$ cat src/rtl/dsc_pkg.sv
package dsc_pkg;
  typedef enum logic [1:0] {
    SLOT_SLOW    = 2'd0,
    SLOT_FAST    = 2'd1,
    SLOT_REFRESH = 2'd2
  } slot_e;
endpackage

$ cat src/rtl/dsc_phase.sv
module dsc_phase #(
  parameter int PH_BITS = 3
) (
  input  logic               clk,
  input  logic               rst_n,
  output logic [PH_BITS-1:0] ph,
  output logic               slot_end
);
  always_ff @(posedge clk or negedge rst_n) begin
    if (!rst_n) ph <= '0;
    else        ph <= ph + 1'b1;
  end

  assign slot_end = &ph;

  // the phase wraps to zero right after the final slot cycle
  assert_wrap_R6: assert property (@(posedge clk) disable iff (!rst_n)
    slot_end |=> (ph == '0));
endmodule

$ cat src/rtl/dsc_mode_reg.sv
module dsc_mode_reg #(
  parameter int ADDR_W   = 6,
  parameter int DATA_W   = 8,
  parameter int MODE_ADR = 48
) (
  input  logic              clk,
  input  logic              rst_n,
  input  logic              wr_en,
  input  logic [ADDR_W-1:0] wr_addr,
  input  logic [DATA_W-1:0] wr_data,
  output logic              fast_q,
  output logic [DATA_W-1:0] rd_data
);
  localparam logic [ADDR_W-1:0] ADR = ADDR_W'(MODE_ADR);

  logic hit;
  logic unused_hi;

  assign hit       = wr_en && (wr_addr == ADR);
  assign unused_hi = ^wr_data[DATA_W-1:1];

  always_ff @(posedge clk or negedge rst_n) begin
    if (!rst_n)   fast_q <= 1'b0;
    else if (hit) fast_q <= wr_data[0];
  end

  assign rd_data = {{(DATA_W-1){1'b1}}, fast_q};

  // a write to another address leaves the mode bit alone
  assert_foreign_write_R4: assert property (@(posedge clk) disable iff (!rst_n)
    (wr_en && wr_addr != ADR) |=> $stable(fast_q));
endmodule

$ cat src/rtl/dsc_refresh.sv
module dsc_refresh #(
  parameter int ROW_W    = 8,
  parameter int PER_LINE = 5
) (
  input  logic             clk,
  input  logic             rst_n,
  input  logic             line_stb,
  input  logic             slot_end,
  input  logic             in_ref_slot,
  output logic             take,
  output logic [ROW_W-1:0] row
);
  localparam int PW = $clog2(PER_LINE + 1);
  localparam logic [PW-1:0] LOAD = PW'(PER_LINE);

  logic [PW-1:0] pend;

  assign take = slot_end && (pend != '0);

  always_ff @(posedge clk or negedge rst_n) begin
    if (!rst_n) begin
      pend <= '0;
      row  <= '0;
    end else begin
      if (line_stb)  pend <= LOAD;
      else if (take) pend <= pend - 1'b1;
      if (slot_end && in_ref_slot) row <= row + 1'b1;
    end
  end

  // the pending count never exceeds the per-line burst
  assert_pend_bound_R8: assert property (@(posedge clk) disable iff (!rst_n)
    pend <= LOAD);

  // each finished refresh slot moves the row by exactly one
  assert_row_step_R9: assert property (@(posedge clk) disable iff (!rst_n)
    (slot_end && in_ref_slot) |=> (row == ROW_W'($past(row) + 1'b1)));
endmodule

$ cat src/rtl/dsc_slot_sel.sv
module dsc_slot_sel
  import dsc_pkg::*;
(
  input  logic  clk,
  input  logic  rst_n,
  input  logic  slot_end,
  input  logic  take_ref,
  input  logic  fast_q,
  input  logic  io_sel,
  output slot_e kind
);
  slot_e nxt;

  always_comb begin
    if (take_ref)              nxt = SLOT_REFRESH;
    else if (fast_q && !io_sel) nxt = SLOT_FAST;
    else                       nxt = SLOT_SLOW;
  end

  always_ff @(posedge clk or negedge rst_n) begin
    if (!rst_n)        kind <= SLOT_SLOW;
    else if (slot_end) kind <= nxt;
  end

  // an I/O select at the boundary never yields a fast slot
  assert_io_slow_R7: assert property (@(posedge clk) disable iff (!rst_n)
    (slot_end && io_sel) |=> (kind != SLOT_FAST));

  // the slot type holds for the whole slot
  assert_hold_R6: assert property (@(posedge clk) disable iff (!rst_n)
    !slot_end |=> $stable(kind));
endmodule

$ cat src/rtl/dsc_clock_ctl.sv
module dsc_clock_ctl
  import dsc_pkg::*;
#(
  parameter int PH_BITS  = 3,
  parameter int ADDR_W   = 6,
  parameter int DATA_W   = 8,
  parameter int MODE_ADR = 48,
  parameter int ROW_W    = 8,
  parameter int PER_LINE = 5
) (
  input  logic              clk,
  input  logic              rst_n,
  input  logic              wr_en,
  input  logic [ADDR_W-1:0] wr_addr,
  input  logic [DATA_W-1:0] wr_data,
  output logic [DATA_W-1:0] rd_data,
  input  logic              line_stb,
  input  logic              io_sel,
  output logic              phi0,
  output logic              cpu_bus,
  output logic              display_en,
  output logic              ref_act,
  output logic [ROW_W-1:0]  ref_addr
);
  localparam int SLOW_BIT = PH_BITS - 1;
  localparam int FAST_BIT = PH_BITS - 2;

  logic [PH_BITS-1:0] ph;
  logic               slot_end;
  logic               fast_q;
  logic               take;
  slot_e              kind;

  dsc_phase #(.PH_BITS(PH_BITS)) u_phase (
    .clk(clk), .rst_n(rst_n), .ph(ph), .slot_end(slot_end)
  );

  dsc_mode_reg #(.ADDR_W(ADDR_W), .DATA_W(DATA_W), .MODE_ADR(MODE_ADR)) u_mode (
    .clk(clk), .rst_n(rst_n), .wr_en(wr_en), .wr_addr(wr_addr),
    .wr_data(wr_data), .fast_q(fast_q), .rd_data(rd_data)
  );

  dsc_refresh #(.ROW_W(ROW_W), .PER_LINE(PER_LINE)) u_ref (
    .clk(clk), .rst_n(rst_n), .line_stb(line_stb), .slot_end(slot_end),
    .in_ref_slot(kind == SLOT_REFRESH), .take(take), .row(ref_addr)
  );

  dsc_slot_sel u_sel (
    .clk(clk), .rst_n(rst_n), .slot_end(slot_end), .take_ref(take),
    .fast_q(fast_q), .io_sel(io_sel), .kind(kind)
  );

  assign phi0       = (kind == SLOT_FAST) ? ph[FAST_BIT] : ph[SLOW_BIT];
  assign cpu_bus    = (kind == SLOT_FAST) || ph[SLOW_BIT];
  assign ref_act    = (kind == SLOT_REFRESH) && !ph[SLOW_BIT];
  assign display_en = !fast_q;

  // no single-cycle high or low phase
  assert_min_high_R10: assert property (@(posedge clk) disable iff (!rst_n)
    $rose(phi0) |=> phi0);
  assert_min_low_R10: assert property (@(posedge clk) disable iff (!rst_n)
    $fell(phi0) |=> !phi0);

  // refresh never overlaps processor ownership
  assert_ref_excl_R8: assert property (@(posedge clk) disable iff (!rst_n)
    ref_act |-> !cpu_bus);
endmodule

$ cat config.mk
export PLATFORM = sky130hd
export DESIGN_NAME = dsc_clock_ctl
export DESIGN_NICKNAME = d
export VERILOG_FILES = /design/src/rtl/dsc_pkg.sv /design/src/rtl/dsc_phase.sv /design/src/rtl/dsc_mode_reg.sv /design/src/rtl/dsc_refresh.sv /design/src/rtl/dsc_slot_sel.sv /design/src/rtl/dsc_clock_ctl.sv
export SDC_FILE = /design/constraint.sdc
export NUM_CORES = 1
export LEC_CHECK = 0
export ABC_AREA = 1
export BUFFER_PORTS_ARGS = -buffer_cell sky130_fd_sc_hd__buf_4
export CORE_MARGIN = 5
export CORE_UTILIZATION = 45
export DETAILED_ROUTE_END_ITERATION = 10
export PLACE_DENSITY = 0.77
export RECOVER_POWER = 50
export REMOVE_ABC_BUFFERS = 1
export SKIP_CTS_REPAIR_TIMING = 1
export SLEW_MARGIN = 20
export SYNTH_ARGS = -nofsm -noshare
export SYNTH_HDL_FRONTEND = slang
export SYNTH_SLANG_ARGS = --single-unit
export TNS_END_PERCENT = 10
$ cat constraint.sdc
create_clock -name clk -period 1.4 [get_ports clk]
set_input_delay 0.21 -clock clk [delete_from_list [all_inputs] [get_ports clk]]
set_output_delay 0.21 -clock clk [all_outputs]
set_load 0.005 [all_outputs]
## After elaboration in Yosys (flattened, before gate mapping)

Cells that the tools add are included.

- Register bits: 17
- Memory bits (writable): 0
- Memories kept: 0
- Input port bits: 19
- Bits in latches: 0
- Output and inout port bits: 20
- Logic and storage cells: 28
- Bits in read-only memories: 0

- Order comparisons: 0
- Shift-type cells: 0
- Multiply operators: 0
- Muxes and demuxes: 5
- Div/mod/pow operators: 0
- Bitwise operators: 0
- Add/subtract/negate cells: 3
- Reductions and logical operators: 12
- Equality and inequality tests: 3

Operator list:

| cell | count |
|---|---|
| adder 8 x 1 -> 8 bit, second input constant | 1 |
| == test 6 bit, second input constant | 1 |
| 2-to-1 mux 3 bit | 2 |
| logical AND 1 bit | 5 |
| adder 3 x 1 -> 3 bit, second input constant | 1 |
| zero test 1 bit | 3 |
| AND reduction 3 bit | 1 |
| nonzero test 3 bit | 1 |
| subtractor 3 x 1 -> 3 bit, second input constant | 1 |
| == test 2 x 1 -> 1 bit, second input constant | 1 |
| == test 2 bit, second input constant | 1 |
| 2-to-1 mux 1 bit | 2 |
| 2-to-1 mux 2 bit | 1 |
| nonzero test 2 bit | 1 |
| logical OR 1 bit | 1 |

## Depth between registers and ports, before layout

Gate-level depths: netlist (run 1).

- Depth after elaboration: 4
- Mapped depth: 8
- Gate-level depth less buffers: 8

## Hierarchy

Synthesis (run 1) repeated with hierarchy kept, for this count alone.

- Cells, all modules: 111
- Area, all modules: 942.2 um^2

By module, submodules not included:

| module | area an instance (um^2) | cells each | instances | sequential area each (um^2) |
|---|---|---|---|---|
| dsc_refresh | 570.5 | 61 | 1 | 275.3 |
| dsc_mode_reg | 140.1 | 22 | 1 | 25.0 |
| dsc_phase | 103.8 | 6 | 1 | 75.1 |
| dsc_slot_sel | 87.6 | 12 | 1 | 50.0 |
| dsc_clock_ctl | 40.0 | 10 | 1 | 0.0 |

## Worst setup path before layout (run 1)

No wires, ideal clock.

- Kind: register to register
- From: register u_phase.ph[0]
- To: register u_ref.pend[2]
- Arrival: 1.154 ns
- Stages on the path, launching flop included: 8
- Setup time: 0.124 ns
- Period minus slack after synthesis: 1.277 ns
- Path buffers: 0
- Data required time: 1.276 ns
- Slack: 0.123 ns
- Cell sequence: dfrtp_1 ha_1 ha_1 inv_1 nor2_4 inv_1 a21oi_1 o21ai_1

- Word-level cells in the longest chain between the ends: 3

Ends and longest elaborated chain:

| item | line | text |
|---|---|---|
| start, declared | dsc_phase.sv:6 | `output logic [PH_BITS-1:0] ph,` |
| start signal, assigned | dsc_phase.sv:11 | `else ph <= ph + 1'b1;` |
| AND reduction 3 bit | dsc_phase.sv:14 | `assign slot_end = &ph;` |
| net slot_end | dsc_clock_ctl.sv:29 | `logic slot_end;` |
| logical AND 1 bit | dsc_refresh.sv:18 | `assign take = slot_end && (pend != '0);` |
| nonzero test 2 bit (no line) | -- |  |
| end signal, assigned | dsc_refresh.sv:26 | `else if (take) pend <= pend - 1'b1;` |
| end, declared | dsc_refresh.sv:16 | `logic [PW-1:0] pend;` |

The timed path passes the listed nets, and every way through them passes these cells.
A chain may end at the register's enable or synchronous reset.

## Worst setup path in the final report (run 1)

- From: register u_sel.kind[1]
- To: output port phi0

- Word-level cells in the longest chain between the ends: 2

Ends and longest elaborated chain:

| item | line | text |
|---|---|---|
| start, declared | dsc_slot_sel.sv:10 | `output slot_e kind` |
| start signal, assigned | dsc_slot_sel.sv:22 | `else if (slot_end) kind <= nxt;` |
| == test 2 x 1 -> 1 bit | dsc_clock_ctl.sv:53 | `assign phi0 = (kind == SLOT_FAST) ? ph[FAST_BIT] : ph[SLOW_BIT];` |
| 2-to-1 mux 1 bit | dsc_clock_ctl.sv:53 |  |
| end, declared | dsc_clock_ctl.sv:19 | `output logic phi0,` |

No other way between the ends.

==> impl_metrics.yaml, run 1 <==
run_status:
  status: "completed"
synth:
  yosys.cell_types.count: 21
  yosysWarnings: 0
  yosysSeqAreaShare_pct: 47.8
  synthArstFlopShare_pct: 100
  yosys_most_used_dff: "dfrtp_1"
  synthAdderAreaFrac_pct: 7.02
  ys_ff_latch: 17
  synth_mux_area_share_pct: 0
  synth_top_family_by_area: "simple AND/OR/NAND/NOR gates"
  synthTopCellsByArea: "dfrtp_1 48%, nand2_1 7.2%, ha_1 7.0%"
  synthTopCellsByCount: "17 x dfrtp_1, 17 x nand2_1, 15 x inv_1"
  synth-compound-area-share_pct: 5.62
  synth_top_cell_by_area: "dfrtp_1"
  synth_edf_count: 0
  avgSynthCellArea_um2: 9.28
  syn_inst: 96
  synth_top_cell_area_share_pct: 47.8
  synth_xor_area_share_pct: 3.93
  syn_area_um2: 891
  yosys.area_share.simple_pct: 22.2
placement:
  dp.cells: 146
  gp_congestion: 0.698
  dp_hpwl_um: 1270
  portBuffers: 24
  dpl_worst_slack_ns: 0.0134
power_and_ir_drop:
  pwr-share-seq_pct: 60.6
  switching_share_pct: 22.3
  ir_worst_vdd_mv: 0.495
  p_leak_nw: 0.610
  p_comb_share_pct: 8.0
  power_switching_mw: 0.184
  p_per_area_nw_per_um2: 706
  internal_power_mw: 0.641
  clkPwrFrac_pct: 31.4
min_path:
  hold_path.class: "input pin to flip-flop"
  worstHoldPathCells: 2
sta:
  setup_viol: 0
  hold_violations: 0
  worstMarginPinSlew_ns: 0.923
  fin_skew_ns: 0.00437
  whs_ns: 0.0928
  slew_viol_final: 0
  setup_tns_ns: 0
  slew_headroom_pct: 38.5
  setup_slack_ns: 0.0594
  min_period_ns: 1.34
  fmax_ghz: 0.746
  finalCritPeriodShare_pct: 95.8
layout:
  multi_input_area_um2: 394
  instances_no_fill: 156
  regArea_um2: 425
  fin_nets: 154
  drive_gt1_share_pct: 33.3
  num_antenna_cells: 0
  area_delta_synth_final_pct: 31.0
  num-fill-cells: 178
clock_network:
  clk_path_buf_depth: 2
  htreeDepth: 1
  cts.sinks: 17
  cts_buffers: 3
  clk_latency_ns: 0.28
  clock_tree.root_cell: "clkbuf_4"
  cts.clk_slew.worst_paths_ns: 0.10
  cts_tree: "yes"
job:
  drv_cap: 0
floorplan:
  initial_utilization_pct: 46.4
  ios: 39
  rows: 16
  die_h_um: 54.5
  core_area_um2: 1920
  die_w_um: 54.5
  die_area_um2: 2970
detailed_routing:
  first_pass_iters: 3
  routedWlPerCell_um: 10.8
  drt_first_iter_violations: 1
  drc: 0
  routed_wl_um: 1690
  vias_per_cell: 4.47
  vias: 697
  ant_nets: 0
global_routing:
  grt_pass1_wl_um: 2600
  antenna_found_initial: 0
  grt_max_degree: 18
  grt-ovfl-total: 0
  grt_pass1_vias: 669
  grtUsageTotal_pct: 12.2
worst_setup_path:
  end_kind: "output pin"
  start_kind: "flip-flop"
  arrival_ns: 1.13
  r2r_slack_ns: 0.09
  cp_max_fo: 3
  required_ns: 1.19
  rr_worst_depth: 7
  critPathKind: "flip-flop to output pin"
-- state kept, by name (all words and copies together), names as in the netlist --
| register | flops |
|---|---|
| u_phase.ph | 3 |
| u_ref.row | 8 |
| u_mode.fast_q | 1 |
| u_ref.pend | 3 |
| u_sel.kind | 2 |
-- path summary, 6_finish.rpt --
kind,from,endpoint
worst min register to register,u_ref.row[7]$_DFFE_PN0P_,u_ref.row[7]$_DFFE_PN0P_
max in group asynchronous,rst_n,u_phase.ph[2]$_DFF_PN0_
worst min-delay path,line_stb,u_ref.pend[1]$_DFFE_PN0P_
min in group asynchronous,rst_n,u_ref.row[2]$_DFFE_PN0P_
worst max-delay path,u_sel.kind[1]$_DFFE_PN0P_,phi0
worst max register to register,u_phase.ph[0]$_DFF_PN0_,u_ref.pend[2]$_DFFE_PN0P_
-- layout by cell type (no fill, tap or decap), types with 3 or more instances in the layout --
cell	netlist	layout
conb_1	1	7
clkbuf_4	0	3
nor2_4	3	3
nor2_1	5	5
nand2_1	17	15
buf_4	8	29
dfrtp_1	17	17
nand3_1	5	5
inv_1	15	13
o21ai_0	4	4
-- routing by layer --
metal / up-vias / part of all wire, % / global-route usage (%)
met3: 0 / 9.2 / 5.45
met5: - / 0 / 0
met4: 0 / 0 / 3.73
met1: 319 / 41 / 13.6
li1: 354 / - / -
met2: 24 / 49 / 20.9
-- stage by stage --
stage          instance area, um^2  total power, mW  utilization [%]
2_1_floorplan                  853            0.526                -
3_3_place_gp                  1070            0.572             55.9
3_5_place_dp                  1070            0.575             55.9
4_1_cts                       1100            0.832             57.3
5_1_grt                       1170            0.869             60.7
6_report                      1170            0.824             60.7
-- logic make-up after synthesis --
| family | Yosys count |
|---|---|
| adders and majority gates | 5 |
| AOI/OAI and AO/OA | 9 |
| buffers and inverters | 23 |
| xor gates and xnor gates | 4 |
| and+or+nand+nor | 37 |
| other | 1 |
| DFF | 17 |
-- critical path: stages (launching register included) --
cell and delay (ns):
dfrtp_1 0.42, inv_2 0.08, nand2_2 0.06, o21a_1 0.16
buf_4 0.13
-- power by group through the flow --
| stage | Combinational [mW] | Sequential, mW | Clock (mW) |
|---|---|---|---|
| 2_1_floorplan | 0.0175 | 0.509 | 0 |
| 3_3_place_gp | 0.0633 | 0.509 | 0 |
| 3_5_place_dp | 0.0658 | 0.509 | 0 |
| 4_1_cts | 0.0661 | 0.500 | 0.267 |
| 5_1_grt | 0.0766 | 0.501 | 0.291 |
| 6_report | 0.0663 | 0.499 | 0.259 |
-- final cells by class --
type,instances,share of cell area [%]
clock buffers,4,2.25
inverters,15,4.82
multi-input cells,62,33.8
flip-flops and latches,17,36.4
well taps,27,2.89
repair buffers,31,19.8
Power figures use the tool's default switching activity.
==> run 2, diff against run 1 <==
--- a/config.mk
+++ b/config.mk
@@ -8,9 +8,9 @@
 export ABC_AREA = 1
 export BUFFER_PORTS_ARGS = -buffer_cell sky130_fd_sc_hd__buf_4
 export CORE_MARGIN = 5
-export CORE_UTILIZATION = 45
+export CORE_UTILIZATION = 34
+export CTS_CLUSTER_SIZE = 16
 export DETAILED_ROUTE_END_ITERATION = 10
-export PLACE_DENSITY = 0.77
 export RECOVER_POWER = 50
 export REMOVE_ABC_BUFFERS = 1
 export SKIP_CTS_REPAIR_TIMING = 1
==> impl_metrics.yaml, run 2 (synthesized netlist as in run 1, its figures left out) <==
power_and_ir_drop:
  p_leak_nw: 0.591
  switching_share_pct: 22.6
  pwr-share-seq_pct: 60.3
  power_switching_mw: 0.187
  clkPwrFrac_pct: 31.7
  p_per_area_nw_per_um2: 723
  p_comb_share_pct: 8.0
  ir_worst_vdd_mv: 0.354
  internal_power_mw: 0.641
layout:
  top_register: "u_ref.row"
  multi_input_area_um2: 398
  final_cell_mix: "24 x buf_4, 17 x dfrtp_1, 15 x nand2_1"
  regArea_um2: 425
  largest_reg_flops: 8
  num_antenna_cells: 0
  fin_nets: 150
  final_area_um2: 1140
  reg_top3: "u_ref.row (8), u_phase.ph (3), u_ref.pend (3)"
  drive_gt1_share_pct: 31.2
  num-fill-cells: 250
  instances_no_fill: 155
  area_delta_synth_final_pct: 28.5
  mostFrequentLayoutCell: "buf_4"
  utilization_pct: 45.8
placement:
  dp_hpwl_um: 1280
  portBuffers: 24
  dp.cells: 149
  placed_area_um2: 1080
  gp_congestion: 0.752
worst_setup_path:
  crit_path_start: "u_sel.kind[1]$_DFFE_PN0P_"
  end_kind: "output pin"
  r2r-start: "u_phase.ph[1]$_DFF_PN0_"
  start_kind: "flip-flop"
  cp_max_fo: 3
  critPathKind: "flip-flop to output pin"
  crit_slowest_cell: "dfrtp_1"
  r2r_slack_ns: 0.10
  required_ns: 1.19
  critPathMaxStageDelay_ns: 0.43
  arrival_ns: 1.18
  crit_chain: "inv_2, nand2_2, o21a_1, buf_4"
job:
  drv_cap: 0
detailed_routing:
  vias_per_cell: 4.47
  ant_nets: 0
  routedWlPerCell_um: 10.6
  drt_first_iter_violations: 17
  drc: 0
  first_pass_iters: 4
  routed_wl_um: 1640
  vias: 693
floorplan:
  rows: 18
  die_area_um2: 3740
  ios: 39
  die_h_um: 61.2
  core_area_um2: 2500
  initial_utilization_pct: 35.6
  die_w_um: 61.2
sta:
  min_period_ns: 1.39
  slew_headroom_pct: 37.2
  hold_violations: 0
  rsz0062_at_grt: "true"
  finalCritPeriodShare_pct: 99.1
  setup_viol: 0
  worstMarginPinSlew_ns: 0.942
  fmax_ghz: 0.721
  slew_viol_final: 0
  fin_skew_ns: 0.000779
global_routing:
  grt_pass1_wl_um: 2590
  grt_max_degree: 18
  grt-ovfl-total: 0
  antenna_found_initial: 0
  grtUsageTotal_pct: 9.51
  grt_pass1_vias: 642
clock_network:
  cts.sinks: 17
  clock_tree.root_cell: "clkbuf_4"
  cts_tree: "yes"
  cts.clk_slew.worst_paths_ns: 0.10
  cts_buffers: 3
  clk_path_buf_depth: 2
  htreeDepth: 1
  clk_latency_ns: 0.29
min_path:
  holdCritStartpoint: "line_stb"
  hold_path.class: "input pin to flip-flop"
run_status:
  status: "completed"
## run 2: per-layer routing
layer | wire [um] | up-vias | global-route usage, % | part of all wire (%)
li1 | - | 346 | - | -
met1 | 687 | 310 | 10.3 | 42
met2 | 739 | 32 | 16.2 | 45
met3 | 184 | 5 | 3.14 | 11
met4 | 32 | 0 | 5.57 | 1.9
met5 | 0 | - | 0 | 0
## run 2: critical path: cells and delay by family, from the launching register on
kind	cells	cell delay (ns)
buffers and inverters	2	0.23
DFF	1	0.43
and+or+nand+nor	1	0.07
AOI/OAI and AO/OA	1	0.16
## run 2: path summary, 6_finish.rpt
kind	end	depth (start not counted)
worst min register to register	u_phase.ph[0]$_DFF_PN0_	1
max in group asynchronous	u_ref.row[6]$_DFFE_PN0P_	2
worst max register to register	u_ref.pend[2]$_DFFE_PN0P_	7
worst min-delay path	u_ref.pend[1]$_DFFE_PN0P_	2
min in group asynchronous	u_ref.row[2]$_DFFE_PN0P_	2
worst max-delay path	phi0	4
## run 2: per-stage QoR
| step | power, mW | TNS, ns | worst slack, ns | hold WS [ns] |
|---|---|---|---|---|
| 2_1_floorplan | 0.526 | 0 | 0.123 | -0.0856 |
| 3_3_place_gp | 0.573 | 0 | 0.0459 | 0.0880 |
| 3_5_place_dp | 0.575 | 0 | 0.0115 | 0.0900 |
| 4_1_cts | 0.845 | -0.0175 | -0.0175 | -0.238 |
| 5_1_grt | 0.874 | -0.0649 | -0.0649 | 0.0904 |
| 6_report | 0.828 | 0 | 0.0133 | 0.100 |
## run 2: power by group through the flow
stage | registers, mW | clock network, mW | logic (mW)
after floorplan | 0.509 | 0 | 0.0175
after global placement | 0.509 | 0 | 0.0643
after detailed placement | 0.509 | 0 | 0.0663
after CTS | 0.499 | 0.279 | 0.0661
after global routing | 0.500 | 0.298 | 0.0760
final | 0.499 | 0.262 | 0.0662
## run 2: layout make-up
cell class | count | share of cell area, %
clock buffer | 4 | 2.30
multi-input combinational | 62 | 34.8
timing repair buffer | 27 | 17.6
inverter | 15 | 4.92
sequential | 17 | 37.2
tap | 30 | 3.28
